File: config.mk
export PLATFORM = sky130hd
export DESIGN_NAME = timer_bank
export DESIGN_NICKNAME = d
export VERILOG_FILES = /design/src/rtl/timer_bank_pkg.sv /design/src/rtl/tmr_regfile.sv /design/src/rtl/tmr_chain.sv /design/src/rtl/tmr_down_counter.sv /design/src/rtl/timer_bank.sv
export SDC_FILE = /design/constraint.sdc
export NUM_CORES = 1
export LEC_CHECK = 0
export ABC_AREA = 1
export BUFFER_PORTS_ARGS = -buffer_cell sky130_fd_sc_hd__clkbuf_2
export CAP_MARGIN = 10
export CORE_MARGIN = 2
export CORE_UTILIZATION = 40
export DETAILED_ROUTE_END_ITERATION = 12
export PLACE_DENSITY = 0.62
export SETUP_SLACK_MARGIN = 0.05
export SYNTH_ARGS = -nofsm -noshare
export SYNTH_HDL_FRONTEND = slang
export SYNTH_SLANG_ARGS = --single-unit
File: constraint.sdc
create_clock -name clk -period 5.2 [get_ports clk]
set_clock_uncertainty 0.2 [all_clocks]
set_input_delay 1.56 -clock clk [delete_from_list [all_inputs] [get_ports clk]]
set_output_delay 1.56 -clock clk [all_outputs]
set_load 0.1 [all_outputs]
File: src/rtl/timer_bank_pkg.sv
`timescale 1ns/1ps
package timer_bank_pkg;
  localparam int          EN_BIT      = 7;
  localparam int          LD_BIT      = 6;
  localparam logic [7:0]  RSVD_MASK   = 8'h3C;
  localparam logic [1:0]  CLK_CHAINED = 2'b11;
  localparam logic [1:0]  SEL_LO      = 2'd0;
  localparam logic [1:0]  SEL_HI      = 2'd1;
  localparam logic [1:0]  SEL_MODE    = 2'd2;
endpackage

File: src/rtl/tmr_regfile.sv
`timescale 1ns/1ps
module tmr_regfile import timer_bank_pkg::*; #(
  parameter int N8  = 4,
  parameter int N16 = 2,
  parameter int W16 = 16,
  localparam int NT = N8 + N16,
  localparam int IW = $clog2(NT)
) (
  input  logic                     clk,
  input  logic                     rst,
  input  logic                     wr_en,
  input  logic [IW-1:0]            wr_idx,
  input  logic [1:0]               wr_sel,
  input  logic [7:0]               wr_data,
  input  logic [NT-1:0]            chain_bad,
  output logic [NT-1:0][W16-1:0]   base_o,
  output logic [NT-1:0][7:0]       mode_o,
  output logic [NT-1:0]            start_o,
  output logic [NT-1:0]            stop_o,
  output logic                     err_o
);
  logic idx_ok, is_mode, en, chained, group_head, bad, legal;

  always_comb begin
    idx_ok     = int'(wr_idx) < NT;
    is_mode    = wr_en && idx_ok && (wr_sel == SEL_MODE);
    en         = wr_data[EN_BIT];
    chained    = (wr_data[1:0] == CLK_CHAINED);
    group_head = (int'(wr_idx) == 0) || (int'(wr_idx) == N8);
    bad        = ((wr_data & RSVD_MASK) != 8'h00)
              || (en && wr_data[LD_BIT])
              || (chained && group_head)
              || (en && !chained && idx_ok && chain_bad[wr_idx]);
    legal      = is_mode && !bad;
    start_o    = '0;
    stop_o     = '0;
    if (legal) begin
      if (en && !chained) start_o[wr_idx] = 1'b1;
      else                stop_o[wr_idx]  = 1'b1;
    end
  end

  always_ff @(posedge clk) begin
    if (rst) begin
      base_o <= '0;
      mode_o <= '0;
      err_o  <= 1'b0;
    end else begin
      if (is_mode && bad) err_o <= 1'b1;
      if (legal) mode_o[wr_idx] <= wr_data;
      if (wr_en && idx_ok && wr_sel == SEL_LO)
        base_o[wr_idx][7:0] <= wr_data;
      if (wr_en && idx_ok && wr_sel == SEL_HI && int'(wr_idx) >= N8)
        base_o[wr_idx][W16-1:8] <= wr_data[W16-9:0];
    end
  end
endmodule

File: src/rtl/tmr_chain.sv
`timescale 1ns/1ps
module tmr_chain #(
  parameter int N8  = 4,
  parameter int W8  = 8,
  parameter int N16 = 2,
  parameter int W16 = 16,
  localparam int NT = N8 + N16,
  localparam int IW = $clog2(NT),
  localparam int PW = (N8 * W8 > N16 * W16) ? N8 * W8 : N16 * W16
) (
  input  logic [NT-1:0][W16-1:0] base,
  input  logic [NT-1:0]          chained,
  input  logic [NT-1:0]          enabled,
  output logic [NT-1:0][PW-1:0]  period,
  output logic [NT-1:0][IW-1:0]  last,
  output logic [NT-1:0]          bad
);
  always_comb begin
    for (int n = 0; n < NT; n++) begin
      logic go;
      go        = 1'b1;
      period[n] = PW'(base[n]);
      last[n]   = IW'(n);
      bad[n]    = 1'b0;
      if (n < N8) begin
        for (int i = n + 1; i < N8; i++) begin
          if (go && chained[i]) begin
            period[n] = period[n] | (PW'(base[i]) << (W8 * (i - n)));
            last[n]   = IW'(i);
            if (!enabled[i]) bad[n] = 1'b1;
          end else begin
            go = 1'b0;
          end
        end
      end else begin
        for (int i = n + 1; i < NT; i++) begin
          if (go && chained[i]) begin
            period[n] = period[n] | (PW'(base[i]) << (W16 * (i - n)));
            last[n]   = IW'(i);
            if (!enabled[i]) bad[n] = 1'b1;
          end else begin
            go = 1'b0;
          end
        end
      end
    end
  end
endmodule

File: src/rtl/tmr_down_counter.sv
`timescale 1ns/1ps
module tmr_down_counter #(
  parameter int PW = 32,
  parameter int IW = 3
) (
  input  logic          clk,
  input  logic          rst,
  input  logic          tick,
  input  logic          start,
  input  logic          stop,
  input  logic [PW-1:0] period,
  input  logic [IW-1:0] last_in,
  output logic          run_o,
  output logic [PW-1:0] cnt_o,
  output logic [IW-1:0] last_o,
  output logic          fire_o
);
  logic expire;

  always_comb begin
    expire = run_o && tick && (cnt_o == PW'(1));
    fire_o = expire && !start && !stop;
  end

  always_ff @(posedge clk) begin
    if (rst) begin
      run_o  <= 1'b0;
      cnt_o  <= '0;
      last_o <= '0;
    end else if (start) begin
      run_o  <= (period != '0);
      cnt_o  <= period;
      last_o <= last_in;
    end else if (stop) begin
      run_o  <= 1'b0;
    end else if (run_o && tick) begin
      if (expire) begin
        cnt_o  <= period;
        run_o  <= (period != '0);
        last_o <= last_in;
      end else begin
        cnt_o  <= cnt_o - PW'(1);
      end
    end
  end
endmodule

File: src/rtl/timer_bank.sv
`timescale 1ns/1ps
module timer_bank import timer_bank_pkg::*; #(
  parameter int N8  = 4,
  parameter int W8  = 8,
  parameter int N16 = 2,
  parameter int W16 = 16,
  localparam int NT = N8 + N16,
  localparam int IW = $clog2(NT),
  localparam int PW = (N8 * W8 > N16 * W16) ? N8 * W8 : N16 * W16
) (
  input  logic          clk,
  input  logic          rst,
  input  logic          tick,
  input  logic          wr_en,
  input  logic [IW-1:0] wr_idx,
  input  logic [1:0]    wr_sel,
  input  logic [7:0]    wr_data,
  input  logic          rd_en,
  input  logic [IW-1:0] rd_idx,
  input  logic [1:0]    rd_sel,
  output logic [7:0]    rd_data,
  output logic [NT-1:0] irq,
  output logic          err
);
  logic [NT-1:0][W16-1:0] base;
  logic [NT-1:0][7:0]     mode;
  logic [NT-1:0]          start, stop, chain_bad, chained, enabled;
  logic [NT-1:0][PW-1:0]  period;
  logic [NT-1:0][IW-1:0]  last_c, last_q;
  logic [NT-1:0][PW-1:0]  cnt;
  logic [NT-1:0]          run, fire;
  logic [NT-1:0]          irq_next;
  logic [W16-1:0]         view;
  logic [7:0]             rd_byte;

  tmr_regfile #(.N8(N8), .N16(N16), .W16(W16)) u_regs (
    .clk(clk), .rst(rst), .wr_en(wr_en), .wr_idx(wr_idx), .wr_sel(wr_sel),
    .wr_data(wr_data), .chain_bad(chain_bad), .base_o(base), .mode_o(mode),
    .start_o(start), .stop_o(stop), .err_o(err)
  );

  always_comb begin
    for (int i = 0; i < NT; i++) begin
      chained[i] = (mode[i][1:0] == CLK_CHAINED);
      enabled[i] = mode[i][EN_BIT];
    end
  end

  tmr_chain #(.N8(N8), .W8(W8), .N16(N16), .W16(W16)) u_chain (
    .base(base), .chained(chained), .enabled(enabled),
    .period(period), .last(last_c), .bad(chain_bad)
  );

  for (genvar g = 0; g < NT; g++) begin : g_slot
    tmr_down_counter #(.PW(PW), .IW(IW)) u_cnt (
      .clk(clk), .rst(rst), .tick(tick), .start(start[g]), .stop(stop[g]),
      .period(period[g]), .last_in(last_c[g]), .run_o(run[g]),
      .cnt_o(cnt[g]), .last_o(last_q[g]), .fire_o(fire[g])
    );
  end

  always_comb begin
    irq_next = '0;
    for (int i = 0; i < NT; i++)
      if (fire[i]) irq_next[last_q[i]] = 1'b1;
  end

  always_comb begin
    view = '0;
    if (int'(rd_idx) < NT) begin
      view = base[rd_idx];
      for (int i = 0; i < NT; i++)
        if (run[i] && i <= int'(rd_idx) && int'(rd_idx) <= int'(last_q[i]))
          view = W16'(cnt[i] >> (((i < N8) ? W8 : W16) * (int'(rd_idx) - i)));
    end
    case (rd_sel)
      SEL_LO:   rd_byte = view[7:0];
      SEL_HI:   rd_byte = (int'(rd_idx) < N8) ? 8'h00 : view[15:8];
      SEL_MODE: rd_byte = (int'(rd_idx) < NT) ? mode[rd_idx] : 8'h00;
      default:  rd_byte = 8'h00;
    endcase
  end

  always_ff @(posedge clk) begin
    if (rst) begin
      irq     <= '0;
      rd_data <= '0;
    end else begin
      irq <= irq_next;
      if (rd_en) rd_data <= rd_byte;
    end
  end
endmodule

# After elaboration in Yosys (flattened, before gate mapping)
# Cells that the tools add are included.
dict set report totals {
  inputBits 23
  out_inout_bits 15
  elab_cells 404
  register_bits 373
}
dict set report classes {
  n_bitwise 14
  magnitude_cmp 30
  mux 155
  add_sub_neg 11
  reduce_logical 131
  shift 6
  eq_ne 22
}
# op count
set op_table {}
lappend op_table {{2-to-1 mux 32 bit} 23}
lappend op_table {{2-to-1 mux 96 bit} 3}
lappend op_table {{2-to-1 mux 16 bit} 15}
lappend op_table {{bitwise mux 96 bit} 2}
lappend op_table {{equality test 32 x 1 -> 1 bit (second input constant)} 6}
lappend op_table {{nonzero test 32 bit} 6}
lappend op_table {{subtractor 32 x 1 -> 32 bit (second input constant)} 6}
lappend op_table {{right shift 32 x 32 -> 16 bit} 5}
lappend op_table {{demux 16 bit (select 3 bit)} 2}
lappend op_table {{OR 32 bit} 3}
lappend op_table {{OR 16 x 24 -> 24 bit} 3}
lappend op_table {{2-to-1 mux 3 bit} 23}
lappend op_table {{2-to-1 mux 6 bit} 10}
lappend op_table {{logical AND 1 bit} 57}
lappend op_table {{2-to-1 mux 1 bit} 52}
lappend op_table {{binary-select mux 16 bit (select 3 bit)} 1}
lappend op_table {{bitwise mux 48 bit} 1}
lappend op_table {{2-to-1 mux 24 bit} 2}
lappend op_table {{2-to-1 mux 8 bit} 5}
lappend op_table {{nonzero test 3 bit} 12}
lappend op_table {{OR 16 x 32 -> 32 bit} 1}
lappend op_table {{right shift 32 x 6 -> 16 bit} 1}
lappend op_table {{less-than comparator 3 x 4 -> 1 bit (second input constant)} 7}
lappend op_table {{AND reduction 2 bit} 14}
lappend op_table {{35 further kinds} 109}

# Logic depth before layout (Yosys ltp)
dict set report logic_depth {
  ltp_word 27
  mapped_depth 23
  depth_no_buf 19
}

# Modules after synthesis
# Synthesis repeated with hierarchy kept, for this count alone.
dict set report unflattened {
  cells_unflattened 5175
  area_unflattened_um2 30518.0
}
# mod instances cells_per_inst area_per_inst_um2
set modules_own_cells {}
lappend modules_own_cells {{tmr_down_counter (g_slot[1].u_cnt ...)} 5 480 2795.2}
lappend modules_own_cells {timer_bank 1 1360 6874.1}
lappend modules_own_cells {tmr_regfile 1 636 5092.4}
lappend modules_own_cells {{tmr_down_counter (g_slot[0].u_cnt)} 1 478 2827.7}
lappend modules_own_cells {tmr_chain 1 301 1747.9}

# Worst setup path after synthesis
# Ideal clock, no wire load.
dict set report synth_timing {
  kind {in2reg}
  startpoint {in rd_idx[0]}
  endpoint {reg rd_data[6]}
  slack_ns 0.705
  arrival_ns 4.224
  path_buffers 4
  setup_time_ns 0.070
  stages 18
  cell_sequence {inv_2 buf_2 clkbuf_1 buf_1 ha_1 o21bai_1 a21oi_1 nand2_1 clkbuf_1 nor2_1 a21oi_1 nand2_1 nand2_1 nand2_1 nand2_1 nand3_1 nand2_1 a21oi_1}
}
dict set report synth_via {
  elab_chain_len 11
}
# element line_no
set synth_lines {}
lappend synth_lines {{from (decl)} timer_bank.sv:19} ;# input logic [IW-1:0] rd_idx,
lappend synth_lines {{parallel branches: the longest is 10 deep, another holds subtractor 3 x 1 -> 4 bit} -}
lappend synth_lines {{one-hot mux 8 bit (3 select lines) (*)} timer_bank.sv:76} ;# case (rd_sel)
lappend synth_lines {{to (signal assigned)} timer_bank.sv:90} ;# if (rd_en) rd_data <= rd_byte;
lappend synth_lines {{to (decl)} timer_bank.sv:21} ;# output logic [7:0] rd_data,
# Mark *: on every way between the ends. The select of a mux whose other input is x is not followed.
# A chain may end at the register's enable or synchronous reset.

# Worst setup path after layout
dict set report layout_timing {
  startpoint {in rd_idx[1]}
  endpoint {reg rd_data[5]}
}
# The elaborated chain is that of the path after synthesis.

==> impl_metrics.csv <==
group,metric,value,unit
timing,hold_violations,0,
synth,synth_seq_cells,367,
synth,synth_flop_cell,"dfxtp_1",
route,wl_per_cell,20.50,µm
global_route,busiest_layer,"met2",
clocking,cts_buffers,45,
synth,yosysWarnings,0,
floorplanning,chipHeight,266.2,µm
layout,final.fill_count,7487,
global_route,met2_usage,48.06,%
layout,fin_util,43.97,%
clocking,ctsResizeCount,0,
route,drc,0,
floorplanning,die-width,266.2,µm
job,cap_violations,0,
timing,slew_headroom,32.09,%
route,drt-pass1-iter-count,6,
clocking,post_cts_buffers,0,
timing,worst_pin_slew,1.015,ns
floorplanning,num_rows,96,
setup_path,critPathKind,"primary input to register",
power,finalPower,0.006856,W
layout,final_cells,5601,
synth,yosysUniqueCellTypes,54,
layout,seqCellArea,7347,µm²
place,place_congestion,1.044,
setup_path,cp.arrival,4.26,ns
synth,synth_cells,4761,
synth,async_flop_share,0,%
clocking,clockBufferDepth,3,
route,vias,31600,
setup_path,endpoint_kind,"register",
timing,tns,0,ns
global_route,track_usage,31.90,%
clocking,cts_hold_buf,0,
floorplanning,pin_count,38,
synth,synthTopCellsByArea,"dfxtp_1 27%, nand2_1 20%, nor2_1 8.6%",
synth,synth_top_area_cell,"dfxtp_1",
power,power.density,228.1,nW/µm²
synth,synthTopCellsByCount,"1482 x nand2_1, 632 x nor2_1, 424 x o21ai_0, 385 x inv_1, 367 x dfxtp_1",
synth,syn-mean-instance-area,5.775,µm²
synth,ys_seq_area_share,26.72,%
power,ir_drop,0.2246,mV
route,wl,114.8,mm
timing,rsz0062_at_grt,"no",
clocking,clk_pin_slew_worst_paths,0.07,ns
timing,period_needed,3.997,ns
synth,syn_nets,4820,
timing,fmax,250.2,MHz
clocking,cts_tree,"yes",
place,portBuffers,37,
layout,multi_input_area,17540,µm²
place,post-dp-hpwl,85.68,mm
setup_path,worstPathMaxFanout,36,
layout,drive_above_1_share,5.829,%
global_route,grt_max_degree,128,
global_route,grtUsageMet3,5.379,%
synth,syn_area,27490,µm²
setup_path,required,5.46,ns
synth,synth_edf_count,0,
floorplanning,core,68350,µm²
power,p_leak,13.89,nW
global_route,grt_pass1_wl,176.0,mm
status,status,"finished, final reports clean",
min_path,hold_path.class,"register to register",
clocking,htreeDepth,2,
clocking,cts.sinks,367,
synth,yosysMostFrequentCell,"nand2_1",
floorplanning,die_area,70840,µm²
timing,min_period_over_period,76.86,%
place,dp.cells,5518,
layout,finalNetCount,4742,
setup_path,start_kind,"primary input",
route,vias_per_cell,5.642,
global_route,grt_antenna_before_repair,1,
global_route,overflow,0,
timing,finalSetupViolations,0,
timing,slew_violations,0,
clocking,root_buffer,"clkbuf_16",
floorplanning,start_util,40.23,%
synth,netlist.area_leader.share,26.72,%
layout,area_growth,9.316,%
route,ant_nets,0,
global_route,grt_pass1_vias,28600,
route,drt_iter0_drc,4121,
global_route,met1_usage,44.84,%
clocking,clock_latency,0.61,ns
final cells by class:
class | instances | share of cell area [%]
Antenna cell | 1 | 0.008326
Clock buffer | 57 | 4.234
Clock inverter | 25 | 1.099
Inverter | 403 | 5.046
Multi-Input combinational cell | 3735 | 58.36
Sequential cell | 367 | 24.45
Tap cell | 882 | 3.672
Timing Repair Buffer | 131 | 3.131
flip-flops by register name (all words and copies together) (netlist names):
signal and cells:
u_regs.mode_o 48, g_slot.u_cnt.cnt_o 192, g_slot.u_cnt.last_o 10, u_regs.base_o 96
irq 6, rd_data 8, g_slot.u_cnt.run_o 6, u_regs.err_o 1
critical path, stage by stage:
cell	delay (ns)
clkbuf_2	0.14
clkinv_1	0.15
buf_4	0.43
ha_1	0.34
inv_1	0.06
a21oi_1	0.19
nand2_1	0.07
inv_1	0.40
nor2_1	0.12
nand2_1	0.14
nand3_1	0.09
nand2_1	0.15
nand2_1	0.07
nand2_1	0.06
nand2_1	0.04
nand2_1	0.05
nand3_1	0.07
nand2_1	0.06
a21oi_1	0.05
cell families after synthesis:
group | Yosys count | synth area share (%)
AND/OR/NAND/NOR | 2665 | 40.25
multiplexers | 1 | 0.04096
buffers and inverters | 659 | 9.512
XOR/XNOR | 153 | 4.874
adder cells (fa/ha/maj) | 36 | 1.638
flip-flops | 367 | 26.72
AO/OA/AOI/OAI | 880 | 16.96
placed cells by master, fill, tap and decap left out, types with 8 or more instances in the layout:
master	Yosys	layout
nor4_1	37	37
nand2_1	1482	1482
inv_2	9	8
a21oi_1	359	357
o221ai_1	8	8
clkbuf_8	0	8
dfxtp_1	367	367
buf_4	9	91
clkbuf_16	0	46
o21ai_0	424	424
clkbuf_2	1	35
o21bai_1	9	9
nor2_1	632	631
o21ai_1	14	14
or2_2	10	10
nor3_1	68	68
ha_1	36	36
xor2_1	116	116
nand3_1	287	287
inv_1	385	384
nand2_2	8	8
xnor2_1	37	37
nand4_1	110	110
clkinv_1	9	9
o211ai_1	37	37
nand4_2	8	8
metrics by stage:
stage / area (µm²) / worst slack, ns / hold slack [ns]
2_1_floorplan: 27490 / 0.7055 / 0.2147
3_3_place_gp: 28450 / 0.6383 / 0.2222
3_5_place_dp: 28450 / 0.6782 / 0.2259
4_1_cts: 30050 / 1.317 / 0.2368
5_1_grt: 30050 / 1.008 / 0.2436
6_report: 30050 / 1.203 / 0.2352
report_power, final:
group / internal, W / leakage [nW] / switching (W)
Combinational: 0.000141 / 10.1 / 0.000425
Clock: 0.00205 / 0.784 / 0.00142
Sequential: 0.00282 / 2.96 / 0.00000890
Total: 0.00501 / 13.9 / 0.00185
path summary, 6_finish.rpt:
check | from | endpoint | slack, ns | cells after the start
worst min register to register | u_regs.mode_o[11]$_SDFFE_PP0P_ | u_regs.mode_o[11]$_SDFFE_PP0P_ | 0.24 | 2
worst min-delay path | u_regs.mode_o[11]$_SDFFE_PP0P_ | u_regs.mode_o[11]$_SDFFE_PP0P_ | 0.24 | 2
worst max-delay path | rd_idx[1] | rd_data[5]$_SDFFE_PP0P_ | 1.20 | 19
worst max register to register | u_regs.mode_o[8]$_SDFFE_PP0P_ | g_slot[0].u_cnt.cnt_o[26]$_SDFFE_PP0P_ | 1.41 | 13
layer usage:
layer	routed length, µm	part of all wire, %
met3	11550	10
met1	49520	43
met2	48560	42
met5	0	0
met4	5197	4.5
Power figures use the tool's default switching activity.
